### config.mk
export PLATFORM = sky130hd
export DESIGN_NAME = uart_access_ctrl
export DESIGN_NICKNAME = d
export VERILOG_FILES = /design/src/rtl/uac_pkg.sv /design/src/rtl/uac_lock_arb.sv /design/src/rtl/uac_tx.sv /design/src/rtl/uac_rx.sv /design/src/rtl/uac_fifo.sv /design/src/rtl/uart_access_ctrl.sv
export SDC_FILE = /design/constraint.sdc
export NUM_CORES = 1
export LEC_CHECK = 0
export ABC_AREA = 1
export BUFFER_PORTS_ARGS = -buffer_cell sky130_fd_sc_hd__buf_2
export CORE_AREA = 2 2 130 132
export DETAILED_ROUTE_END_ITERATION = 10
export DIE_AREA = 0 0 132 134
export PLACE_DENSITY = 0.68
export SETUP_SLACK_MARGIN = 0.1
export SYNTH_ARGS = -nofsm -noshare
export SYNTH_HDL_FRONTEND = slang
export SYNTH_SLANG_ARGS = --single-unit
export TNS_END_PERCENT = 1
### constraint.sdc
create_clock -name clk_i -period 1.85 [get_ports clk_i]
set_input_delay 0 -clock clk_i [delete_from_list [all_inputs] [get_ports clk_i]]
set_output_delay 0 -clock clk_i [all_outputs]
set_load 0.005 [all_outputs]
### src/rtl/uac_pkg.sv
package uac_pkg;
  typedef logic [7:0] byte_t;
  typedef enum logic [1:0] {TX_IDLE, TX_START, TX_DATA, TX_STOP} tx_state_e;
  typedef enum logic [1:0] {RX_IDLE, RX_START, RX_DATA, RX_STOP} rx_state_e;
endpackage

### src/rtl/uac_lock_arb.sv
module uac_lock_arb #(
  parameter int N_THREADS = 4,
  localparam int IDX_W = (N_THREADS > 1) ? $clog2(N_THREADS) : 1
) (
  input  logic                 clk_i,
  input  logic                 rst_ni,
  input  logic [N_THREADS-1:0] req_i,
  input  logic [N_THREADS-1:0] rel_i,
  output logic                 held_o,
  output logic [IDX_W-1:0]     idx_o,
  output logic [N_THREADS-1:0] grant_o
);
  logic             held_q, held_d;
  logic [IDX_W-1:0] idx_q, idx_d, low_idx;

  // lowest-numbered requester wins
  always_comb begin
    low_idx = '0;
    for (int i = N_THREADS - 1; i >= 0; i--) begin
      if (req_i[i]) low_idx = IDX_W'(i);
    end
  end

  always_comb begin
    held_d = held_q;
    idx_d  = idx_q;
    if (!held_q) begin
      if (|req_i) begin
        held_d = 1'b1;
        idx_d  = low_idx;
      end
    end else if (rel_i[idx_q]) begin
      held_d = 1'b0;
    end
  end

  always_ff @(posedge clk_i or negedge rst_ni) begin
    if (!rst_ni) begin
      held_q <= 1'b0;
      idx_q  <= '0;
    end else begin
      held_q <= held_d;
      idx_q  <= idx_d;
    end
  end

  for (genvar g = 0; g < N_THREADS; g++) begin : g_grant
    assign grant_o[g] = held_q && (idx_q == IDX_W'(g));
  end

  assign held_o = held_q;
  assign idx_o  = idx_q;
endmodule

### src/rtl/uac_tx.sv
module uac_tx
  import uac_pkg::*;
#(
  parameter int CLKS_PER_BIT = 4,
  localparam int CNT_W = $clog2(CLKS_PER_BIT + 1)
) (
  input  logic  clk_i,
  input  logic  rst_ni,
  input  logic  start_i,
  input  byte_t data_i,
  output logic  idle_o,
  output logic  line_o
);
  localparam logic [CNT_W-1:0] LAST = CNT_W'(CLKS_PER_BIT - 1);

  tx_state_e        state_q;
  logic [CNT_W-1:0] cnt_q;
  logic [2:0]       bit_q;
  byte_t            sh_q;

  always_ff @(posedge clk_i or negedge rst_ni) begin
    if (!rst_ni) begin
      state_q <= TX_IDLE;
      cnt_q   <= '0;
      bit_q   <= '0;
      sh_q    <= '0;
    end else begin
      unique case (state_q)
        TX_IDLE: if (start_i) begin
          state_q <= TX_START;
          cnt_q   <= '0;
          sh_q    <= data_i;
        end
        TX_START: begin
          if (cnt_q == LAST) begin
            state_q <= TX_DATA;
            cnt_q   <= '0;
            bit_q   <= '0;
          end else cnt_q <= cnt_q + 1'b1;
        end
        TX_DATA: begin
          if (cnt_q == LAST) begin
            cnt_q <= '0;
            sh_q  <= {1'b0, sh_q[7:1]};
            if (bit_q == 3'd7) state_q <= TX_STOP;
            else bit_q <= bit_q + 1'b1;
          end else cnt_q <= cnt_q + 1'b1;
        end
        TX_STOP: begin
          if (cnt_q == LAST) begin
            state_q <= TX_IDLE;
            cnt_q   <= '0;
          end else cnt_q <= cnt_q + 1'b1;
        end
        default: state_q <= TX_IDLE;
      endcase
    end
  end

  always_comb begin
    unique case (state_q)
      TX_START: line_o = 1'b0;
      TX_DATA:  line_o = sh_q[0];
      default:  line_o = 1'b1;
    endcase
  end

  assign idle_o = (state_q == TX_IDLE);
endmodule

### src/rtl/uac_rx.sv
module uac_rx
  import uac_pkg::*;
#(
  parameter int CLKS_PER_BIT = 4,
  localparam int CNT_W = $clog2(CLKS_PER_BIT + 1),
  localparam int HALF  = CLKS_PER_BIT / 2
) (
  input  logic  clk_i,
  input  logic  rst_ni,
  input  logic  en_i,
  input  logic  line_i,
  output logic  valid_o,
  output byte_t data_o
);
  localparam logic [CNT_W-1:0] LAST  = CNT_W'(CLKS_PER_BIT - 1);
  localparam logic [CNT_W-1:0] MID   = CNT_W'(HALF - 1);

  rx_state_e        state_q;
  logic [CNT_W-1:0] cnt_q;
  logic [2:0]       bit_q;
  byte_t            sh_q;
  logic [1:0]       sync_q;
  logic             valid_q;
  logic             s;

  assign s = sync_q[1];

  always_ff @(posedge clk_i or negedge rst_ni) begin
    if (!rst_ni) begin
      sync_q  <= 2'b11;
      state_q <= RX_IDLE;
      cnt_q   <= '0;
      bit_q   <= '0;
      sh_q    <= '0;
      valid_q <= 1'b0;
    end else begin
      sync_q  <= {sync_q[0], line_i};
      valid_q <= 1'b0;
      unique case (state_q)
        RX_IDLE: if (en_i && !s) begin
          state_q <= RX_START;
          cnt_q   <= '0;
        end
        RX_START: begin
          if (cnt_q == MID) begin
            cnt_q   <= '0;
            bit_q   <= '0;
            state_q <= s ? RX_IDLE : RX_DATA;  // reject a glitch
          end else cnt_q <= cnt_q + 1'b1;
        end
        RX_DATA: begin
          if (cnt_q == LAST) begin
            cnt_q <= '0;
            sh_q  <= {s, sh_q[7:1]};
            if (bit_q == 3'd7) state_q <= RX_STOP;
            else bit_q <= bit_q + 1'b1;
          end else cnt_q <= cnt_q + 1'b1;
        end
        RX_STOP: begin
          if (cnt_q == LAST) begin
            cnt_q   <= '0;
            valid_q <= s;
            state_q <= RX_IDLE;
          end else cnt_q <= cnt_q + 1'b1;
        end
        default: state_q <= RX_IDLE;
      endcase
    end
  end

  assign valid_o = valid_q;
  assign data_o  = sh_q;
endmodule

### src/rtl/uac_fifo.sv
module uac_fifo
  import uac_pkg::*;
#(
  parameter int DEPTH = 16,
  localparam int AW = (DEPTH > 1) ? $clog2(DEPTH) : 1
) (
  input  logic  clk_i,
  input  logic  rst_ni,
  input  logic  push_i,
  input  byte_t data_i,
  input  logic  pop_i,
  output byte_t data_o,
  output logic  empty_o,
  output logic  full_o
);
  byte_t       mem_q [DEPTH];
  logic [AW:0] wptr_q, rptr_q;
  logic        do_push, do_pop;

  assign empty_o = (wptr_q == rptr_q);
  assign full_o  = (wptr_q[AW] != rptr_q[AW]) && (wptr_q[AW-1:0] == rptr_q[AW-1:0]);
  assign do_push = push_i && !full_o;
  assign do_pop  = pop_i && !empty_o;
  assign data_o  = mem_q[rptr_q[AW-1:0]];

  always_ff @(posedge clk_i or negedge rst_ni) begin
    if (!rst_ni) begin
      wptr_q <= '0;
      rptr_q <= '0;
    end else begin
      if (do_push) wptr_q <= wptr_q + 1'b1;
      if (do_pop)  rptr_q <= rptr_q + 1'b1;
    end
  end

  always_ff @(posedge clk_i) begin
    if (do_push) mem_q[wptr_q[AW-1:0]] <= data_i;
  end
endmodule

### src/rtl/uart_access_ctrl.sv
module uart_access_ctrl
  import uac_pkg::*;
#(
  parameter int N_THREADS    = 4,
  parameter int CLKS_PER_BIT = 4,
  parameter int RD_DEPTH     = 16,
  localparam int IDX_W = (N_THREADS > 1) ? $clog2(N_THREADS) : 1
) (
  input  logic                   clk_i,
  input  logic                   rst_ni,
  input  logic [N_THREADS-1:0]   lock_req_i,
  input  logic [N_THREADS-1:0]   lock_rel_i,
  output logic [N_THREADS-1:0]   lock_grant_o,
  input  logic [N_THREADS-1:0]   wr_valid_i,
  input  logic [8*N_THREADS-1:0] wr_data_i,
  output logic                   wr_ready_o,
  output logic                   tx_o,
  input  logic                   rx_i,
  output logic                   rx_en_o,
  input  logic                   rd_pop_i,
  output logic [7:0]             rd_data_o,
  output logic                   rd_empty_o,
  output logic                   rd_full_o
);
  logic             held;
  logic [IDX_W-1:0] idx;
  logic             tx_idle, tx_start;
  byte_t            tx_byte;
  logic             rx_valid;
  byte_t            rx_byte;

  uac_lock_arb #(.N_THREADS(N_THREADS)) arb_i (
    .clk_i  (clk_i),
    .rst_ni (rst_ni),
    .req_i  (lock_req_i),
    .rel_i  (lock_rel_i),
    .held_o (held),
    .idx_o  (idx),
    .grant_o(lock_grant_o)
  );

  assign tx_byte  = wr_data_i[8*idx +: 8];
  assign tx_start = held && wr_valid_i[idx] && tx_idle;

  uac_tx #(.CLKS_PER_BIT(CLKS_PER_BIT)) tx_i (
    .clk_i  (clk_i),
    .rst_ni (rst_ni),
    .start_i(tx_start),
    .data_i (tx_byte),
    .idle_o (tx_idle),
    .line_o (tx_o)
  );

  assign wr_ready_o = tx_idle;
  assign rx_en_o    = tx_idle && !rd_full_o;

  uac_rx #(.CLKS_PER_BIT(CLKS_PER_BIT)) rx_u (
    .clk_i  (clk_i),
    .rst_ni (rst_ni),
    .en_i   (rx_en_o),
    .line_i (rx_i),
    .valid_o(rx_valid),
    .data_o (rx_byte)
  );

  uac_fifo #(.DEPTH(RD_DEPTH)) fifo_i (
    .clk_i  (clk_i),
    .rst_ni (rst_ni),
    .push_i (rx_valid),
    .data_i (rx_byte),
    .pop_i  (rd_pop_i),
    .data_o (rd_data_o),
    .empty_o(rd_empty_o),
    .full_o (rd_full_o)
  );
endmodule

==> metrics.cfg, run 1 <==
[worst_setup_path]
crit_type = reg2out
cp-startpoint = fifo_i.rptr_q[0]
end_kind = output port
rr_startpoint = fifo_i.rptr_q[0]
cp_max_fo = 16
cp_data_arrival_time_ns = 1.98
required_ns = 1.85
start_kind = register

[cells_and_area]
num-nets-final = 930
multi_input_area_um2 = 2610
mostFrequentLayoutCells = edfxtp_1 (128), nand2_1 (124), nor2_1 (86)
drive_gt1_frac = 0.270
final_common_cell = edfxtp_1
n_antenna_cell = 0
syn_to_final_growth_pct = 30.3
n_fill_cell = 1263
regArea_um2 = 5050

[die]
rows = 47
start_util = 0.473
die_w_um = 132
dieArea_um2 = 17700
fp.dieH_um = 134
io_pins = 65
core_area_um2 = 16300

[yosys]
syn-cell-area_um2 = 7700
ys_seq_area_frac = 0.655
synth_top_area_frac = 0.499
avgSynthCellArea_um2 = 10.8
synth-edff-count = 128
yosys_warnings = 0
async_reset_ff_frac = 0.273
ys_seq_elements = 176
synthTopCellsByArea = edfxtp_1 (50%), dfrtp_1 (15%), nand2_1 (6.2%), nor2_1 (5.4%), o21ai_0 (5.0%)
synth_top_area_cell = edfxtp_1
synth_ff_type = edfxtp_1
netlist_instances = 714
synth_fp_nets = 780
yosysUniqueCellTypes = 32

[power]
internal_power_mw = 9.47
powerDensity_nw_per_um2 = 1500
p_seq_frac = 0.337
p_leak_nw = 4.06
p_total_mw = 15.0
comb_power_share = 0.417
sw_frac_of_total = 0.370
vdd_ir_drop_max_v = 0.000982
clkPwrFrac = 0.247
p_switching_mw = 5.57

[outcome]
violations = negative setup slack
status = complete, but fails checks

[timing]
fin_crit_sh = 1.07
max_slew_margin = 0.460
slew_violations = 0
setup_viol = 17
setup_slack_ns = -0.132
period_minus_slack_ns = 1.98
hold_viol = 0
hold-worst-slack_ns = 0.0000758
max_freq_ghz = 0.505
rsz0062_at_grt = true
worstMarginPinSlew_ns = 0.810
fin_worst_skew_ns = 0.0104

[drt]
drt_iter0_drc = 578
dr.pass1.iters = 7
routed_wl_mm = 20.1
wire_per_inst_um = 18.3
drc_errors = 0
dr_total_vias = 6053
ant_nets = 0
viasPerCell = 5.52

[grt]
grt_pass1_wl_mm = 31.4
antenna_found_initial = 0
grt_usage = 0.234
grt_max_degree = 34
grt_pass1_vias = 6135
globalRouteOverflowTotal = 0

[placed_design]
place_congestion = 0.945
place_ws_ns = 0.0495
io_buffers = 64
hpwl_mm = 12.3

[clock_network]
clk-insertion-delay-late_ns = 0.44
htree_levels = 4
cts.root.buffer_cell = clkbuf_16
cts_sinks = 176
path_clk_slew_ns = 0.06
cts_buffer_depth = 2
cts_buffers = 17
cts_tree = yes

[worst_hold_path]
min_from = wr_data_i[7]
hp-class = in2reg

[job]
drv_cap = 0

==> registers in the layout (all words and copies together) (netlist names), named ones only <==
register,cells
rx_u.sync_q,2
rx_u.bit_q,3
tx_i.bit_q,3
rx_u.state_q,1
arb_i.held_o,1
fifo_i.wptr_q,5
rx_u.cnt_q,3
tx_i.state_q,2
rx_u.data_o,8
tx_i.cnt_q,3
fifo_i.rptr_q,5
tx_i.sh_q,8
fifo_i.mem_q,128
rx_u.valid_o,1
arb_i.idx_o,2
==> worst paths after layout <==
kind	cells after the start	slack, ns	end
max in group asynchronous	3	1.16	tx_i.sh_q[2]
min reg2reg	0	0.36	rx_u.sync_q[1]
max	8	-0.13	rd_data_o[0]
min	5	0.00008	tx_i.sh_q[7]
min in group asynchronous	2	0.07	rx_u.cnt_q[1]
max reg2reg	11	-0.04	fifo_i.mem_q[15][1]
==> power by group through the flow <==
stage / sequential [mW] / combinational (mW) / clock (mW)
2_1_floorplan: 5.12 / 3.37 / 0
3_3_place_gp: 5.10 / 5.04 / 0
3_5_place_dp: 5.13 / 5.15 / 0
4_1_cts: 5.06 / 5.94 / 3.72
5_1_grt: 5.12 / 6.81 / 3.92
6_report: 5.06 / 6.26 / 3.71
==> worst max-delay path: stages, from the launching register on <==
cell and delay [ns]:
dfrtp_2 0.44, clkinv_4 0.12, buf_12 0.16, buf_16 0.15, nor2_1 0.14, o221ai_1 0.18
nand3_2 0.15, nand3_2 0.08, buf_2 0.13
==> per-layer routing <==
metal / part of all wire / wire length (µm) / vias up / GRT usage
li1: - / - / 2790 / -
met1: 0.39 / 7930 / 2882 / 0.290
met2: 0.49 / 9880 / 317 / 0.393
met3: 0.077 / 1540 / 64 / 0.0476
met4: 0.037 / 741 / 0 / 0.114
met5: 0 / 0 / - / 0
==> metrics by stage <==
step / instance area [µm²] / setup TNS, ns / instances / utilization
after floorplan: 7740 / 0 / 714 / -
after global placement: 8650 / 0 / 1024 / 0.531
after detailed placement: 8650 / 0 / 1024 / 0.531
after CTS: 9870 / -0.789 / 1096 / 0.606
after global routing: 10000 / -11.21 / 1097 / 0.616
final: 10000 / -1.06 / 1097 / 0.616
==> synth_stat cells (all sizes together), types with 7 or more instances <==
master / number
nand2: 137
edfxtp: 128
nor2: 114
o21ai: 88
inv: 49
dfrtp: 46
nand3: 32
o22ai: 28
clkbuf: 22
ha: 18
o221ai: 14
a21oi: 9
xor2: 7
==> timing repair <==
action,in CTS,in global routing
pin swaps,15,14
resized for setup,49,52
cloned,4,0
endpoints found under the setup margin,69,148
hold buffers,34,0
endpoints found under the hold margin,49,0
setup buffers,2,1
==> layout make-up <==
cell class,instances,area share
clock buffers,21,0.0439
repair buffers,157,0.131
multi-input cells,463,0.260
clock inverters,11,0.0163
flip-flops and latches,176,0.503
inverters,49,0.0188
well taps,220,0.0274
==> logic make-up after synthesis <==
| group | count (synthesis) | share of synthesized area |
|---|---|---|
| compound gates | 147 | 0.114 |
| fa+ha+maj | 18 | 0.0292 |
| xor+xnor | 8 | 0.00909 |
| simple gates | 289 | 0.153 |
| mux | 1 | 0.00146 |
| flops | 176 | 0.655 |
| buf+inv | 75 | 0.0380 |
(Power assumes the default switching activity.)
==> inputs of run 2 (changes only) <==
==> constraint.sdc (replaced) <==
create_clock -name clk_i -period 1.85 [get_ports clk_i]
set_input_delay 0.0925 -clock clk_i [delete_from_list [all_inputs] [get_ports clk_i]]
set_output_delay 0.0925 -clock clk_i [all_outputs]
set_load 0.005 [all_outputs]
==> metrics.cfg, run 2 (synthesis results as in run 1) <==
[worst_setup_path]
crit_family = compound AO/OA/AOI/OAI gates
critical_path.slowest_cell = dfrtp_2
critical_path.max_stage_delay_ns = 0.48  ; +0.04 ns
end_kind = output port
required_ns = 1.76  ; -0.09 ns
r2r_slack_ns = 0.10  ; +0.14 ns
rr_startpoint = fifo_i.rptr_q[0]
crit_type = reg2out
start_kind = register
cp_cell_sequence = clkbuf_16 -> o21ai_2 -> o22ai_1 -> o211ai_1 -> nand3_1 -> buf_2
cp_data_arrival_time_ns = 1.96  ; -0.02 ns
reg2reg_depth = 10  ; -1
cp_max_fo = 33  ; +17
reg2reg_to = fifo_i.mem_q[15][1]
crit_buf_inv = 2  ; -2

[clock_network]
clk-insertion-delay-late_ns = 0.43  ; about the same
path_clk_slew_ns = 0.07  ; about the same
cts_tree = yes
cts.root.buffer_cell = clkbuf_16
cts_buffers = 17  ; unchanged
htree_levels = 4  ; unchanged
cts_sinks = 176  ; unchanged
cts_buffer_depth = 2  ; unchanged

[placed_design]
io_buffers = 64  ; unchanged
place_ws_ns = 0.0672  ; +0.0178 ns
place_congestion = 0.932  ; -1.4%
hpwl_mm = 12.6  ; +2.0%

[power]
sw_frac_of_total = 0.375  ; +0.00509
internal_power_mw = 8.82  ; -6.9%
p_leak_nw = 3.84  ; -5.4%
p_switching_mw = 5.30  ; -4.9%
comb_power_share = 0.396  ; -0.021
vdd_ir_drop_max_v = 0.000958  ; -2.5%
p_seq_frac = 0.360  ; +0.023
clkPwrFrac = 0.244  ; -0.003
powerDensity_nw_per_um2 = 1490  ; -0.78%

[timing]
fin_worst_skew_ns = 0.00935  ; -0.00109 ns
timing.setup.tns_ns = -1.14  ; -0.0762 ns
setup_viol = 8  ; -9
max_slew_margin = 0.449  ; -0.0112
hold-worst-slack_ns = 0.0555  ; +0.0554 ns
hold_viol = 0  ; unchanged
worstMarginPinSlew_ns = 0.827  ; +0.0168 ns
rsz0062_at_grt = true
slew_violations = 0  ; unchanged
setup_slack_ns = -0.206  ; -0.0743 ns
fin_crit_sh = 1.11  ; +0.0401
max_freq_ghz = 0.486  ; -3.6%
period_minus_slack_ns = 2.06  ; +0.0743 ns

[worst_hold_path]
min_path_cells = 4  ; -1
hp-class = in2reg
min_from = lock_rel_i[1]
hold_end = arb_i.held_o

[die]
dieArea_um2 = 17700  ; unchanged
io_pins = 65  ; unchanged
start_util = 0.473  ; unchanged
rows = 47  ; unchanged
fp.dieH_um = 134  ; unchanged
core_area_um2 = 16300  ; unchanged
die_w_um = 132  ; unchanged

[outcome]
status = complete, but fails checks
violations = negative setup slack

[cells_and_area]
num-nets-final = 895  ; -3.8%
largest_reg_flops = 128  ; unchanged
multi_input_area_um2 = 2520  ; -3.4%
syn_to_final_growth_pct = 23.2
drive_gt1_frac = 0.256  ; -0.0146
final_common_cell = edfxtp_1
n_fill_cell = 1366  ; +8.2%
fin_util = 0.583  ; -0.0333
n_antenna_cell = 0  ; unchanged
regArea_um2 = 5050  ; about the same
mostFrequentLayoutCells = edfxtp_1 (128), nand2_1 (124), nor2_1 (92)

[drt]
drt_iter0_drc = 522  ; -9.7%
routed_wl_mm = 18.6  ; -7.4%
viasPerCell = 5.41  ; -1.9%
wire_per_inst_um = 17.5  ; -4.3%
ant_nets = 0  ; unchanged
dr.pass1.iters = 5  ; -2
dr_total_vias = 5743  ; -5.1%
drc_errors = 0  ; unchanged

[grt]
globalRouteOverflowTotal = 0  ; unchanged
grt_max_degree = 67  ; +97%
grt_usage = 0.220  ; -0.0135
grt_pass1_wl_mm = 29.9  ; -4.5%
grt_pass1_vias = 5838  ; -4.8%
antenna_found_initial = 0  ; unchanged

[job]
drv_cap = 0  ; unchanged

==> run 2: changes by cell type in the layout (fill, tap and decap cells not counted), sizes merged, moves of 2 or more <==
cell         delta
inv             +3
clkbuf          -2
bufinv          -2
dlygate4sd3    -28
buf             -7
==> run 2: through the flow <==
stage                     area, µm²  cells  total power [mW]
after global routing           9500   1061              15.1
after detailed placement       8620   1022              10.3
final                          9500   1061              14.1
after CTS                      9310   1060              13.9
after floorplan                7740    714              8.50
after global placement         8620   1022              10.1
==> run 2: how the worst max path moves through the flow <==
stage | start | end | cells past startpoint
after floorplan | fifo_i.rptr_q[2] | fifo_i.mem_q[7][0] | 10
after global placement | fifo_i.rptr_q[0] | fifo_i.mem_q[11][6] | 10
after detailed placement | fifo_i.rptr_q[0] | fifo_i.mem_q[7][7] | 10
after CTS | fifo_i.rptr_q[0] | rd_data_o[6] | 6
after global routing | fifo_i.rptr_q[0] | rd_data_o[7] | 7
final | fifo_i.rptr_q[0] | rd_data_o[6] | 6
==> run 2: per-layer routing <==
metal  GRT usage  part of all wire  routed length, µm
met1       0.282              0.41               7590
met2       0.373              0.49               9150
met3      0.0401             0.074               1370
met4      0.0876             0.026                488
met5           0                 0                  0
==> run 2: tightest hold or removal path, delay by kind of cell <==
family	cells	cell delay (ns)
and+or+nand+nor	1	0.06
buffers and inverters	1	0.08
AOI/OAI and AO/OA	2	0.22
==> run 2: power by group through the flow <==
stage / Combinational (mW) / Clock (mW) / Sequential (mW)
floorplan: 3.37 / 0 / 5.12
global placement: 5.00 / 0 / 5.11
detailed placement: 5.14 / 0 / 5.13
CTS: 5.36 / 3.49 / 5.06
global route: 6.26 / 3.68 / 5.13
finish: 5.58 / 3.45 / 5.08
==> run 2: repair_timing <==
item	CTS	global route
buffers inserted	1	0
hold buffers	6	0
cloned	0	1
endpoints found under the hold margin	30	0
pin swaps	5	5
setup endpoints to repair	66	151
resized for setup	25	45
==> run 2: cell type report <==
| type | instances | area share |
|---|---|---|
| clock buffers | 18 | 0.0452 |
| clock inverters | 13 | 0.0148 |
| inverters | 49 | 0.0199 |
| multi-input cells | 463 | 0.266 |
| flip-flops and latches | 176 | 0.532 |
| well taps | 220 | 0.0290 |
| repair buffers | 122 | 0.0937 |
